### src/rtl/clkgen_pkg.sv
`timescale 1ns/1ps
package clkgen_pkg;
  typedef enum logic {SPD_FAST = 1'b0, SPD_SLOW = 1'b1} speed_t;
  localparam int PHASES      = 6;
  localparam int PH_W        = $clog2(PHASES);
  localparam int CLK_HI_FROM = PHASES * 2 / 3;
  localparam int C50_HI_FROM = PHASES / 2;
  localparam logic [2:0] STAT_IDLE = 3'b111;
  localparam logic [2:0] STAT_HALT = 3'b011;
endpackage

### src/rtl/speed_filter.sv
`timescale 1ns/1ps
module speed_filter
  import clkgen_pkg::*;
#(
  parameter int SLOW_HOLD = 390,
  parameter int FAST_HOLD = 6
) (
  input  logic   clk_i,
  input  logic   rst_n_i,
  input  logic   sel_i,
  output speed_t speed_o
);
  localparam int MAXH  = (SLOW_HOLD > FAST_HOLD) ? SLOW_HOLD : FAST_HOLD;
  localparam int CNT_W = $clog2(MAXH + 1);
  localparam logic [CNT_W-1:0] SLOW_LIM = CNT_W'(SLOW_HOLD - 1);
  localparam logic [CNT_W-1:0] FAST_LIM = CNT_W'(FAST_HOLD - 1);

  speed_t           speed_q;
  speed_t           target;
  logic [CNT_W-1:0] cnt_q;
  logic [CNT_W-1:0] lim;

  always_comb begin
    target = sel_i ? SPD_FAST : SPD_SLOW;
    lim    = (target == SPD_SLOW) ? SLOW_LIM : FAST_LIM;
  end

  always_ff @(posedge clk_i) begin
    if (!rst_n_i) begin
      speed_q <= SPD_FAST;
      cnt_q   <= '0;
    end else if (target == speed_q) begin
      cnt_q <= '0;
    end else if (cnt_q == lim) begin
      speed_q <= target;
      cnt_q   <= '0;
    end else begin
      cnt_q <= cnt_q + 1'b1;
    end
  end

  assign speed_o = speed_q;

  assert_filter_held_R5: assert property (@(posedge clk_i) disable iff (!rst_n_i)
    !$stable(speed_q) |-> ($past(sel_i) == $past(sel_i, 2)) &&
                          ($past(sel_i) == (speed_q == SPD_FAST)));
endmodule

### src/rtl/halt_ctrl.sv
`timescale 1ns/1ps
module halt_ctrl
  import clkgen_pkg::*;
(
  input  logic       clk_i,
  input  logic       rst_n_i,
  input  logic       clear_i,
  input  logic       run_i,
  input  logic       rise_i,
  input  logic [2:0] stat_i,
  output logic       halted_o
);
  logic prev_idle_q;
  logic pend_q;
  logic seen_q;
  logic halted_q;

  always_ff @(posedge clk_i) begin
    if (!rst_n_i || clear_i) begin
      prev_idle_q <= 1'b0;
      pend_q      <= 1'b0;
      seen_q      <= 1'b0;
      halted_q    <= 1'b0;
    end else if (halted_q) begin
      if (run_i) begin
        halted_q    <= 1'b0;
        prev_idle_q <= 1'b0;
      end
    end else begin
      if (run_i) pend_q <= 1'b0;
      if (rise_i) begin
        prev_idle_q <= (stat_i == STAT_IDLE);
        if (pend_q && !run_i) begin
          if (seen_q) begin
            halted_q <= 1'b1;
            pend_q   <= 1'b0;
          end else begin
            seen_q <= 1'b1;
          end
        end else if (!pend_q && !run_i && prev_idle_q && stat_i == STAT_HALT) begin
          pend_q <= 1'b1;
          seen_q <= 1'b0;
        end
      end
    end
  end

  assign halted_o = halted_q;

  assert_halt_on_rise_R8: assert property (@(posedge clk_i) disable iff (!rst_n_i)
    $rose(halted_q) |-> $past(rise_i) && !$past(run_i));
  assert_no_decode_in_run_R9: assert property (@(posedge clk_i) disable iff (!rst_n_i)
    run_i && !halted_q |=> !$rose(pend_q));
endmodule

### src/rtl/clk_phase.sv
`timescale 1ns/1ps
module clk_phase
  import clkgen_pkg::*;
#(
  parameter int SLOW_PRESCALE = 256
) (
  input  logic   clk_i,
  input  logic   rst_n_i,
  input  logic   sync_i,
  input  logic   halt_i,
  input  logic   restart_i,
  input  speed_t speed_sel_i,
  output logic   rise_o,
  output logic   clk_o,
  output logic   clk50_o,
  output logic   pclk_o
);
  localparam int PRE_W = (SLOW_PRESCALE > 1) ? $clog2(SLOW_PRESCALE) : 1;
  localparam logic [PRE_W-1:0] PRE_LAST = PRE_W'(SLOW_PRESCALE - 1);
  localparam logic [PH_W-1:0]  PH_LAST  = PH_W'(PHASES - 1);
  localparam logic [PH_W-1:0]  PH_RISE  = PH_W'(CLK_HI_FROM - 1);
  localparam logic [PH_W-1:0]  PH_CLK   = PH_W'(CLK_HI_FROM);
  localparam logic [PH_W-1:0]  PH_C50   = PH_W'(C50_HI_FROM);

  logic [PH_W-1:0]  ph_q, ph_n, per_q, per_n;
  logic [PRE_W-1:0] pre_q, pre_n;
  logic             pclk_q, pclk_n;
  speed_t           mode_q, mode_n;
  logic             clk_q, clk50_q, adv;

  always_comb begin
    adv    = !halt_i && !sync_i && ((mode_q == SPD_FAST) || (pre_q == PRE_LAST));
    rise_o = adv && (ph_q == PH_RISE);
    ph_n   = ph_q;
    pre_n  = pre_q;
    per_n  = per_q;
    pclk_n = pclk_q;
    mode_n = mode_q;
    if (sync_i) begin
      ph_n   = '0;
      pre_n  = '0;
      per_n  = '0;
      pclk_n = 1'b1;
    end else if (restart_i) begin
      ph_n  = '0;
      pre_n = '0;
      per_n = '0;
    end else if (!halt_i) begin
      if (mode_q == SPD_SLOW) pre_n = (pre_q == PRE_LAST) ? '0 : pre_q + 1'b1;
      else                    pre_n = '0;
      if (adv) begin
        if (ph_q == PH_LAST) begin
          ph_n   = '0;
          mode_n = speed_sel_i;
        end else begin
          ph_n = ph_q + 1'b1;
        end
      end
      if (per_q == PH_LAST) begin
        per_n  = '0;
        pclk_n = ~pclk_q;
      end else begin
        per_n = per_q + 1'b1;
      end
    end
  end

  always_ff @(posedge clk_i) begin
    if (!rst_n_i) begin
      ph_q    <= '0;
      pre_q   <= '0;
      per_q   <= '0;
      pclk_q  <= 1'b0;
      mode_q  <= SPD_FAST;
      clk_q   <= 1'b0;
      clk50_q <= 1'b0;
    end else begin
      ph_q    <= ph_n;
      pre_q   <= pre_n;
      per_q   <= per_n;
      pclk_q  <= pclk_n;
      mode_q  <= mode_n;
      clk_q   <= sync_i | (ph_n >= PH_CLK);
      clk50_q <= sync_i | (ph_n >= PH_C50);
    end
  end

  assign clk_o   = clk_q;
  assign clk50_o = clk50_q;
  assign pclk_o  = pclk_q;

  assert_fall_aligned_R2: assert property (@(posedge clk_i) disable iff (!rst_n_i)
    $fell(clk_q) |-> $fell(clk50_q));
  assert_mode_at_boundary_R6: assert property (@(posedge clk_i) disable iff (!rst_n_i)
    !$stable(mode_q) |-> $fell(clk_q));
endmodule

### src/rtl/clkgen_ctrl.sv
`timescale 1ns/1ps
module clkgen_ctrl
  import clkgen_pkg::*;
#(
  parameter int SLOW_PRESCALE  = 256,
  parameter int SLOW_HOLD_BASE = 195,
  parameter int FAST_HOLD_BASE = 3
) (
  input  logic       clk_i,
  input  logic       rst_n_i,
  input  logic       run_en_i,
  input  logic       slo_fst_i,
  input  logic [2:0] stat_i,
  input  logic       csync_i,
  output logic       clk_o,
  output logic       clk50_o,
  output logic       pclk_o,
  output logic       stop_req_o
);
  localparam int SLOW_HOLD = 2 * SLOW_HOLD_BASE;
  localparam int FAST_HOLD = 2 * FAST_HOLD_BASE;

  speed_t speed_sel;
  logic   halted, rise, restart;

  assign restart = halted & run_en_i;

  speed_filter #(.SLOW_HOLD(SLOW_HOLD), .FAST_HOLD(FAST_HOLD)) u_filt (
    .clk_i(clk_i), .rst_n_i(rst_n_i), .sel_i(slo_fst_i), .speed_o(speed_sel));

  halt_ctrl u_halt (
    .clk_i(clk_i), .rst_n_i(rst_n_i), .clear_i(csync_i), .run_i(run_en_i),
    .rise_i(rise), .stat_i(stat_i), .halted_o(halted));

  clk_phase #(.SLOW_PRESCALE(SLOW_PRESCALE)) u_phase (
    .clk_i(clk_i), .rst_n_i(rst_n_i), .sync_i(csync_i), .halt_i(halted),
    .restart_i(restart), .speed_sel_i(speed_sel), .rise_o(rise),
    .clk_o(clk_o), .clk50_o(clk50_o), .pclk_o(pclk_o));

  assign stop_req_o = halted;

  assert_halted_high_R8: assert property (@(posedge clk_i) disable iff (!rst_n_i)
    stop_req_o |-> clk_o && clk50_o);
  assert_pclk_frozen_R8: assert property (@(posedge clk_i) disable iff (!rst_n_i)
    stop_req_o && $past(stop_req_o) |-> $stable(pclk_o));
  assert_restart_R9: assert property (@(posedge clk_i) disable iff (!rst_n_i)
    stop_req_o && run_en_i && !csync_i |=> !stop_req_o && !clk_o && !clk50_o);
  assert_sync_high_R10: assert property (@(posedge clk_i) disable iff (!rst_n_i)
    csync_i |=> clk_o && clk50_o && pclk_o && !stop_req_o);
endmodule

### config.mk
export PLATFORM = sky130hd
export DESIGN_NAME = clkgen_ctrl
export DESIGN_NICKNAME = d
export VERILOG_FILES = /design/src/rtl/clkgen_pkg.sv /design/src/rtl/speed_filter.sv /design/src/rtl/halt_ctrl.sv /design/src/rtl/clk_phase.sv /design/src/rtl/clkgen_ctrl.sv
export SDC_FILE = /design/constraint.sdc
export NUM_CORES = 1
export LEC_CHECK = 0
export BUFFER_PORTS_ARGS = -buffer_cell sky130_fd_sc_hd__buf_2
export CAP_MARGIN = 10
export CORE_ASPECT_RATIO = 0.5
export CORE_MARGIN = 5
export CORE_UTILIZATION = 28
export CTS_CLUSTER_DIAMETER = 40
export DETAILED_ROUTE_END_ITERATION = 16
export GPL_ROUTABILITY_DRIVEN = 0
export RECOVER_POWER = 100
export SETUP_SLACK_MARGIN = 0.5
export SYNTH_ARGS = -nofsm -noshare
export SYNTH_HDL_FRONTEND = slang
export SYNTH_SLANG_ARGS = --single-unit
### constraint.sdc
create_clock -name clk_i -period 1.6 [get_ports clk_i]
set_clock_uncertainty 0.05 [all_clocks]
set_input_delay 0 -clock clk_i [delete_from_list [all_inputs] [get_ports clk_i]]
set_output_delay 0 -clock clk_i [all_outputs]
set_load 0.02 [all_outputs]
==> out/qor.yml, run 1 <==
run_status: "completed"
reg2regPathDepth: 5
avgSynthCellArea_sq_um: 9.05
clock-root-buffer: "clkbuf_8"
worstSetupPathType: "reg2reg"
synth-edff-count: 0
rsz0062_at_grt: "yes"
rrSetupSlack_ns: 0.14
reg2reg_to: "u_phase.mode_q"
drtAntennaViolNets: 0
gr-total-overflow: 0
grt_pass1_vias: 1266
layout-drive-gt1-share_pct: 31.1
power-per-cell-area_nw_per_um2: 731
final_hold_viol_count: 0
post-dp-hpwl_mm: 2.07
hp-start: "rst_n_i"
ys_ff_latch: 32
maxSlewViolCount: 0
power_leakage_nw: 0.797
n_antenna_cell: 0
initial_core_util_pct: 28.8
drc: 0
drt-total-wl_mm: 3.20
arrival_ns: 1.62
avgViaCountPerCell: 4.62
syn_area_sq_um: 1570
firstDrtPassIters: 4
worstSetupStartpoint: "u_phase.pre_q[0]"
cts.sinks: 32
worst_setup_path_end_kind: "flop"
switchingPower_mw: 0.354
antenna_found_initial: 0
area_growth_pct: 35.1
clkPwrFrac_pct: 40.8
path_delay_family: "simple AND/OR/NAND/NOR gates"
cts_tree: "done"
drt_first_iter_violations: 26
wire_per_inst_microns: 11.2
cts_max_path_buffers: 2
p_int_mw: 1.19
yosysWarnings: 0
track_usage_pct: 9.42
path_clk_slew_ns: 0.06
vias: 1318
worstHoldEndpoint: "u_phase.mode_q"
multi_input_area_sq_um: 985
fillCellCount: 543
seq_area_sq_um: 659
worst-path-buf-inv: 0
setup_viol_count_final: 0
seq_power_share_pct: 52.7
nets: 223
synthArstFlopShare_pct: 0
ys_seq_area_share_pct: 40.9
syn-num-nets: 185
netSwitchingFraction_pct: 22.9
max_cap_viol_count: 0
core_sq_um: 5440
finalCritPeriodShare_pct: 91.4
start_kind: "flop"
io_pins: 12
crit_path_max_incr_delay_ns: 0.35
ir_worst_vdd_uv: 349
whs_path_depth: 3
post-route-min-period_ns: 1.46
relSlewSlack_pct: 67.9
crit_fanout: 5
grt_pass1_wl_mm: 5.48
fin_util_pct: 38.9
cts_buffers: 5
hp-class: "in2reg"
ctsHtreeMaxLevel: 2
die-height_microns: 62.9
power_mw: 1.55
setup_tns_ns: 0
dieWidth_microns: 116
ys.flop_type: "dfxtp_1"
ys_types: 43
worstMarginPinSlew_ns: 0.482
worstPathRequired_ns: 1.76
crit_path_top_delay_cell: "dfxtp_2"
max_freq_mhz: 684
portBuffers: 11
hold_ws_ns: 0.0114
rows: 19
grt_max_degree: 11
clock_latency_ns: 0.28
synthCells: 173
pwr-share-comb_pct: 6.5
reg2reg_from: "u_phase.pre_q[0]"
crit_chain: "ha_4, nand4b_4, o22a_4, nor4_1, mux2i_1"
dieArea_sq_um: 7280
==> through the flow <==
step | setup slack [ns] | instances | cell area (sq um)
finish | 0.138 | 285 | 2120
global route | 0.0637 | 285 | 2120
CTS | 0.174 | 281 | 2120
detailed placement | 0.123 | 258 | 1790
global placement | 0.130 | 258 | 1790
floorplan | 0.204 | 173 | 1640
==> cells in the mapped netlist, types with 2 or more instances <==
cell type,instances,area (sq um)
nand4b_1,2,17.5
and2_1,3,18.8
inv_1,7,26.3
a21oi_1,5,25.0
dfxtp_1,32,641
nor2_1,30,113
o21a_1,2,15.0
ha_1,4,50.1
o21ai_0,3,15.0
buf_4,2,15.0
nor3_1,3,15.0
xor2_1,7,61.3
nand3_1,6,30.0
a31oi_1,4,25.0
xnor2_1,9,78.8
nand2_1,21,78.8
mux2i_1,3,30.0
nand2b_1,2,12.5
nand4_1,3,18.8
nor2b_1,2,12.5
==> kinds of logic after synthesis <==
family | share of synthesized area [%]
simple gates | 29.9
compound gates | 11.8
mux | 2.64
xor+xnor | 8.95
fa+ha+maj | 3.20
flops | 40.9
buf+inv | 2.64
==> cell type report <==
type | count | area share, %
Clock buffer | 6 | 3.90
Tap cell | 73 | 4.31
Inverter | 7 | 1.24
Clock inverter | 2 | 0.473
Sequential cell | 32 | 31.1
Timing Repair Buffer | 33 | 12.4
Multi-Input combinational cell | 132 | 46.5
==> placed cells by master (no fill, tap or decap), drive strengths merged, types with 4 or more instances in the layout <==
master	count
buf	23
a31oi	4
ha	4
xor2	7
nand4	4
nand2	21
dfxtp	32
xnor2	9
inv	7
a21oi	5
nor2	30
clkbuf	13
o21ai	4
nand3	7
==> worst register-to-register path, stage by stage (launching register included) <==
cell and delay, ns:
dfxtp_2 0.35, ha_4 0.15, nand4b_4 0.13, o22a_4 0.24, nor4_1 0.26, mux2i_1 0.22
==> timing repair <==
action,CTS,global route
endpoints found under the hold margin,1,0
hold buffers,3,0
buffers inserted,12,4
pin swaps,17,15
gates resized for setup,18,14
setup endpoints to repair,29,32
==> routing by layer <==
metal / share of wire, % / track usage (%) / vias to the layer above
li1: - / - / 677
met1: 45 / 10.2 / 625
met2: 50 / 16.3 / 8
met3: 2.3 / 3.19 / 8
met4: 2.2 / 4.78 / 0
met5: 0 / 0 / -
==> power by group through the flow <==
stage	clock network (mW)	logic, mW	registers, mW
global route	0.695	0.112	0.816
finish	0.631	0.101	0.815
floorplan	0	0.0470	0.839
detailed placement	0	0.0821	0.834
global placement	0	0.0808	0.834
CTS	0.649	0.102	0.815
==> registers in the layout, summed over array words and instances (netlist names), 3 cells and up <==
name and cells:
u_filt.cnt_q 9, u_phase.pre_q 8, u_phase.per_q 3, u_phase.ph_q 3
==> worst max-delay path by stage <==
stage	slack [ns]	end	depth (start not counted)
final	0.14	u_phase.mode_q	5
after global routing	0.06	u_phase.pre_q[6]	7
after CTS	0.17	u_phase.ph_q[1]	6
after detailed placement	0.12	u_halt.seen_q	5
after global placement	0.13	u_filt.cnt_q[2]	6
after floorplan	0.20	u_filt.cnt_q[0]	6
Power figures use the tool's default switching activity.
==> run 2, diff against run 1 <==
SETUP_SLACK_MARGIN = 0.4   (was 0.5)
==> out/qor.yml, run 2 (synthesis results as in run 1) <==
post-route-cell-area_sq_um: 2160
arrival_ns: 1.62
post-dp-hpwl_mm: 2.11
final_hold_viol_count: 1
n_antenna_cell: 0
drt-total-wl_mm: 3.40
avgViaCountPerCell: 4.67
largest-register: "u_filt.cnt_q"
ctsHtreeMaxLevel: 2
path_delay_family: "compound AO/OA/AOI/OAI gates"
rows: 19
crit_chain: "ha_4, nand4b_4, o22ai_2, buf_12, nand3_4, o32ai_1"
drt_first_iter_violations: 26
fillCellCount: 528
dieWidth_microns: 116
hp-class: "in2reg"
grt_max_degree: 11
worst-path-buf-inv: 1
largest_reg_flops: 9
layout-drive-gt1-share_pct: 34.9
track_usage_pct: 10.3
run_status: "finished, violations left"
stdcell_count: 288
cts_tree: "done"
power_leakage_nw: 0.793
area_growth_pct: 37.6
die-height_microns: 62.9
max_freq_mhz: 676
clock-root-buffer: "clkbuf_8"
cts.sinks: 32
max_cap_viol_count: 0
drtAntennaViolNets: 0
crit_fanout: 5
setup_viol_count_final: 0
wire_per_inst_microns: 11.8
power-per-cell-area_nw_per_um2: 723
cts_buffers: 5
grt_pass1_vias: 1341
maxSlewViolCount: 0
path_clk_slew_ns: 0.07
worstSetupPathType: "reg2reg"
worstMarginPinSlew_ns: 0.300
initial_core_util_pct: 28.8
power_mw: 1.56
core_sq_um: 5440
crit_path_top_delay_cell: "dfxtp_1"
relSlewSlack_pct: 80.0
grt_pass1_wl_mm: 5.83
worstPathRequired_ns: 1.74
violations: "negative hold slack"
setup_tns_ns: 0
post-route-min-period_ns: 1.48
cts_max_path_buffers: 2
gr-total-overflow: 0
vias: 1345
layout_common_cells: "dfxtp_1, nor2_1, nand2_1"
portBuffers: 11
dieArea_sq_um: 7280
antenna_found_initial: 0
dpl.cell_count: 258
rsz0062_at_grt: "yes"
clock_latency_ns: 0.29
worst_setup_path_end_kind: "flop"
place_area_sq_um: 1780
ir_worst_vdd_uv: 329
crit_path_max_incr_delay_ns: 0.38
io_pins: 12
start_kind: "flop"
top_regs: "u_filt.cnt_q (9), u_phase.pre_q (8)"
firstDrtPassIters: 4
nets: 226
finalCritPeriodShare_pct: 92.4
hold_ws_ns: -0.00000855
layout_commonest_cell: "dfxtp_1"
drc: 0
run 2: cell count changes in the layout (fill, tap and decap cells not counted), sizes merged:
cell	previous run	this run
buf	23	26
run 2: through the flow:
stage,worst slack (ns),utilization (%)
after floorplan,0.203,-
after global placement,0.127,32.7
after detailed placement,0.104,32.7
after CTS,0.173,39.0
after global routing,0.0466,39.6
final,0.122,39.6
run 2: layout make-up:
cell class                 instances  area [sq um]  area share (%)
clock inverter                     2          10.0           0.464
tap                               73          91.3            4.24
inverter                           7          26.3            1.22
sequential                        32           656            30.4
clock buffer                       6          82.6            3.83
timing repair buffer              36           270            12.5
multi-input combinational        132          1020            47.3
run 2: report_power, final:
group          internal (mW)  switching [mW]  total, mW
registers              0.806         0.00966      0.816
clock network          0.343           0.299      0.642
logic                 0.0440          0.0567      0.101
run 2: routing by layer:
metal  global-route usage (%)  vias up  wire length, microns
li1                         -      682                     -
met1                     10.5      646                  1470
met2                     18.3       12                  1780
met3                     4.35        5                    88
met4                     4.49        0                    61
met5                        0        -                     0
run 2: tightest hold or removal path: stages:
cell and delay, ns:
buf_2 0.10, nor2_1 0.05, o21a_1 0.15
run 2: final timing paths:
path | from | to | slack [ns] | depth (start not counted)
worst max-delay path | u_phase.pre_q[1] | u_halt.seen_q | 0.12 | 6
worst min-delay path | slo_fst_i | u_filt.speed_o | -0.000009 | 3
worst max register to register | u_phase.pre_q[1] | u_halt.seen_q | 0.12 | 6
worst min register to register | u_phase.per_q[2] | u_phase.per_q[2] | 0.44 | 2
run 2: timing repair:
| item | in CTS | in global routing |
|---|---|---|
| hold endpoints to repair | 2 | 0 |
| resized for setup | 25 | 18 |
| hold buffers | 3 | 0 |
| setup buffers | 14 | 5 |
| pin swaps | 21 | 12 |
| endpoints found under the setup margin | 29 | 29 |
==> run 3, diff against run 2 <==
CORE_ASPECT_RATIO = 1.75   (was 0.5)
==> out/qor.yml, run 3 (synthesis results as in run 1) <==
cts_max_path_buffers: 2
ctsHtreeMaxLevel: 2
post-route-min-period_ns: 1.53
track_usage_pct: 10.7
drt_first_iter_violations: 15
reg2reg_to: "u_halt.seen_q"
path_delay_family: "simple AND/OR/NAND/NOR gates"
n_antenna_cell: 0
crit_chain: "ha_4, nand4b_2, o22ai_2, and4_4, o32ai_2"
dieArea_sq_um: 7250
firstDrtPassIters: 4
largest_reg_flops: 9
initial_core_util_pct: 28.5
arrival_ns: 1.64
wire_per_inst_microns: 12.3
power_leakage_nw: 0.732
hold_ws_ns: 0.000459
worstSetupPathType: "reg2reg"
core_sq_um: 5500
worst_setup_path_end_kind: "flop"
rsz0062_at_grt: "yes"
hp-start: "slo_fst_i"
layout-drive-gt1-share_pct: 36.7
portBuffers: 11
crit_path_top_delay_cell: "dfxtp_2"
maxSlewViolCount: 0
max_freq_mhz: 653
worst-path-buf-inv: 0
clock_latency_ns: 0.28
path_clk_slew_ns: 0.07
hp-class: "in2reg"
rows: 36
io_pins: 12
vias: 1300
crit_path_max_incr_delay_ns: 0.35
reg2regPathDepth: 5
setup_tns_ns: 0
worstPathRequired_ns: 1.71
grt_max_degree: 10
avgViaCountPerCell: 4.59
grt_pass1_wl_mm: 5.98
cts_tree: "done"
layout_commonest_cell: "dfxtp_1"
fin_util_pct: 38.5
grt_pass1_vias: 1369
finalCritPeriodShare_pct: 95.7
start_kind: "flop"
nets: 219
ir_worst_vdd_uv: 445
clock-root-buffer: "clkbuf_8"
post-dp-hpwl_mm: 2.33
worstMarginPinSlew_ns: 0.412
whs_path_depth: 3
drt-total-wl_mm: 3.48
setup_viol_count_final: 0
drtAntennaViolNets: 0
dieWidth_microns: 66.5
largest-register: "u_filt.cnt_q"
top_regs: "u_filt.cnt_q (9), u_phase.pre_q (8)"
run_status: "completed"
max_cap_viol_count: 0
cts_buffers: 5
layout_common_cells: "dfxtp_1, nor2_1, nand2_1"
area_growth_pct: 35.1
reg2reg_from: "u_phase.pre_q[0]"
crit_fanout: 5
worstHoldEndpoint: "u_filt.speed_o"
power-per-cell-area_nw_per_um2: 708
drc: 0
die-height_microns: 109
cts.sinks: 32
rrSetupSlack_ns: 0.07
relSlewSlack_pct: 72.5
final_hold_viol_count: 0
gr-total-overflow: 0
antenna_found_initial: 0
## run 3: report_power, final
group / switching, mW / internal, mW / total (mW)
clock network: 0.281 / 0.295 / 0.577
registers: 0.0113 / 0.806 / 0.817
logic: 0.0602 / 0.0438 / 0.104
total: 0.353 / 1.15 / 1.50
## run 3: worst max path at each step
stage	start	to	slack, ns	depth (start not counted)
finish	u_phase.pre_q[0]	u_halt.seen_q	0.07	5
global route	u_filt.cnt_q[1]	u_filt.cnt_q[8]	0.004	7
CTS	u_filt.cnt_q[1]	u_filt.cnt_q[2]	0.12	7
detailed placement	u_filt.cnt_q[0]	u_filt.cnt_q[3]	0.1	6
global placement	u_filt.cnt_q[0]	u_filt.cnt_q[2]	0.14	6
floorplan	u_filt.cnt_q[1]	u_filt.cnt_q[0]	0.20	6
## run 3: final cells by class
type	instances	area, sq um
tap	76	95.1
timing repair buffer	29	199
sequential	32	659
clock buffer	6	72.6
fill	582	3380
inverter	7	26.3
clock inverter	1	5.00
multi-input combinational	132	1060
## run 3: metrics by stage
stage,setup slack [ns],cell area [sq um],std cells,power (mW)
finish,0.0690,2120,283,1.50
global route,0.00368,2120,283,1.57
CTS,0.122,2090,282,1.53
detailed placement,0.0967,1790,262,0.918
global placement,0.136,1790,262,0.917
floorplan,0.203,1630,173,0.885
## run 3: what timing repair did
item / 4_1_cts / 5_1_grt
hold endpoints to repair: 1 / 0
hold buffers: 1 / 0
pin swaps: 27 / 20
endpoints found under the setup margin: 29 / 29
buffers inserted: 11 / 1
resized for setup: 25 / 19
cloned: 1 / 0
## run 3: routing by layer
metal	vias up	share of wire, %	track usage, %
li1	665	-	-
met1	610	38	11.0
met2	17	57	19.5
met3	8	3.2	3.20
met4	0	2.1	4.36
met5	-	0	0
## run 3: tightest hold or removal path: stages
cell and delay (ns):
buf_2 0.11, nor2_1 0.08, o21a_1 0.10
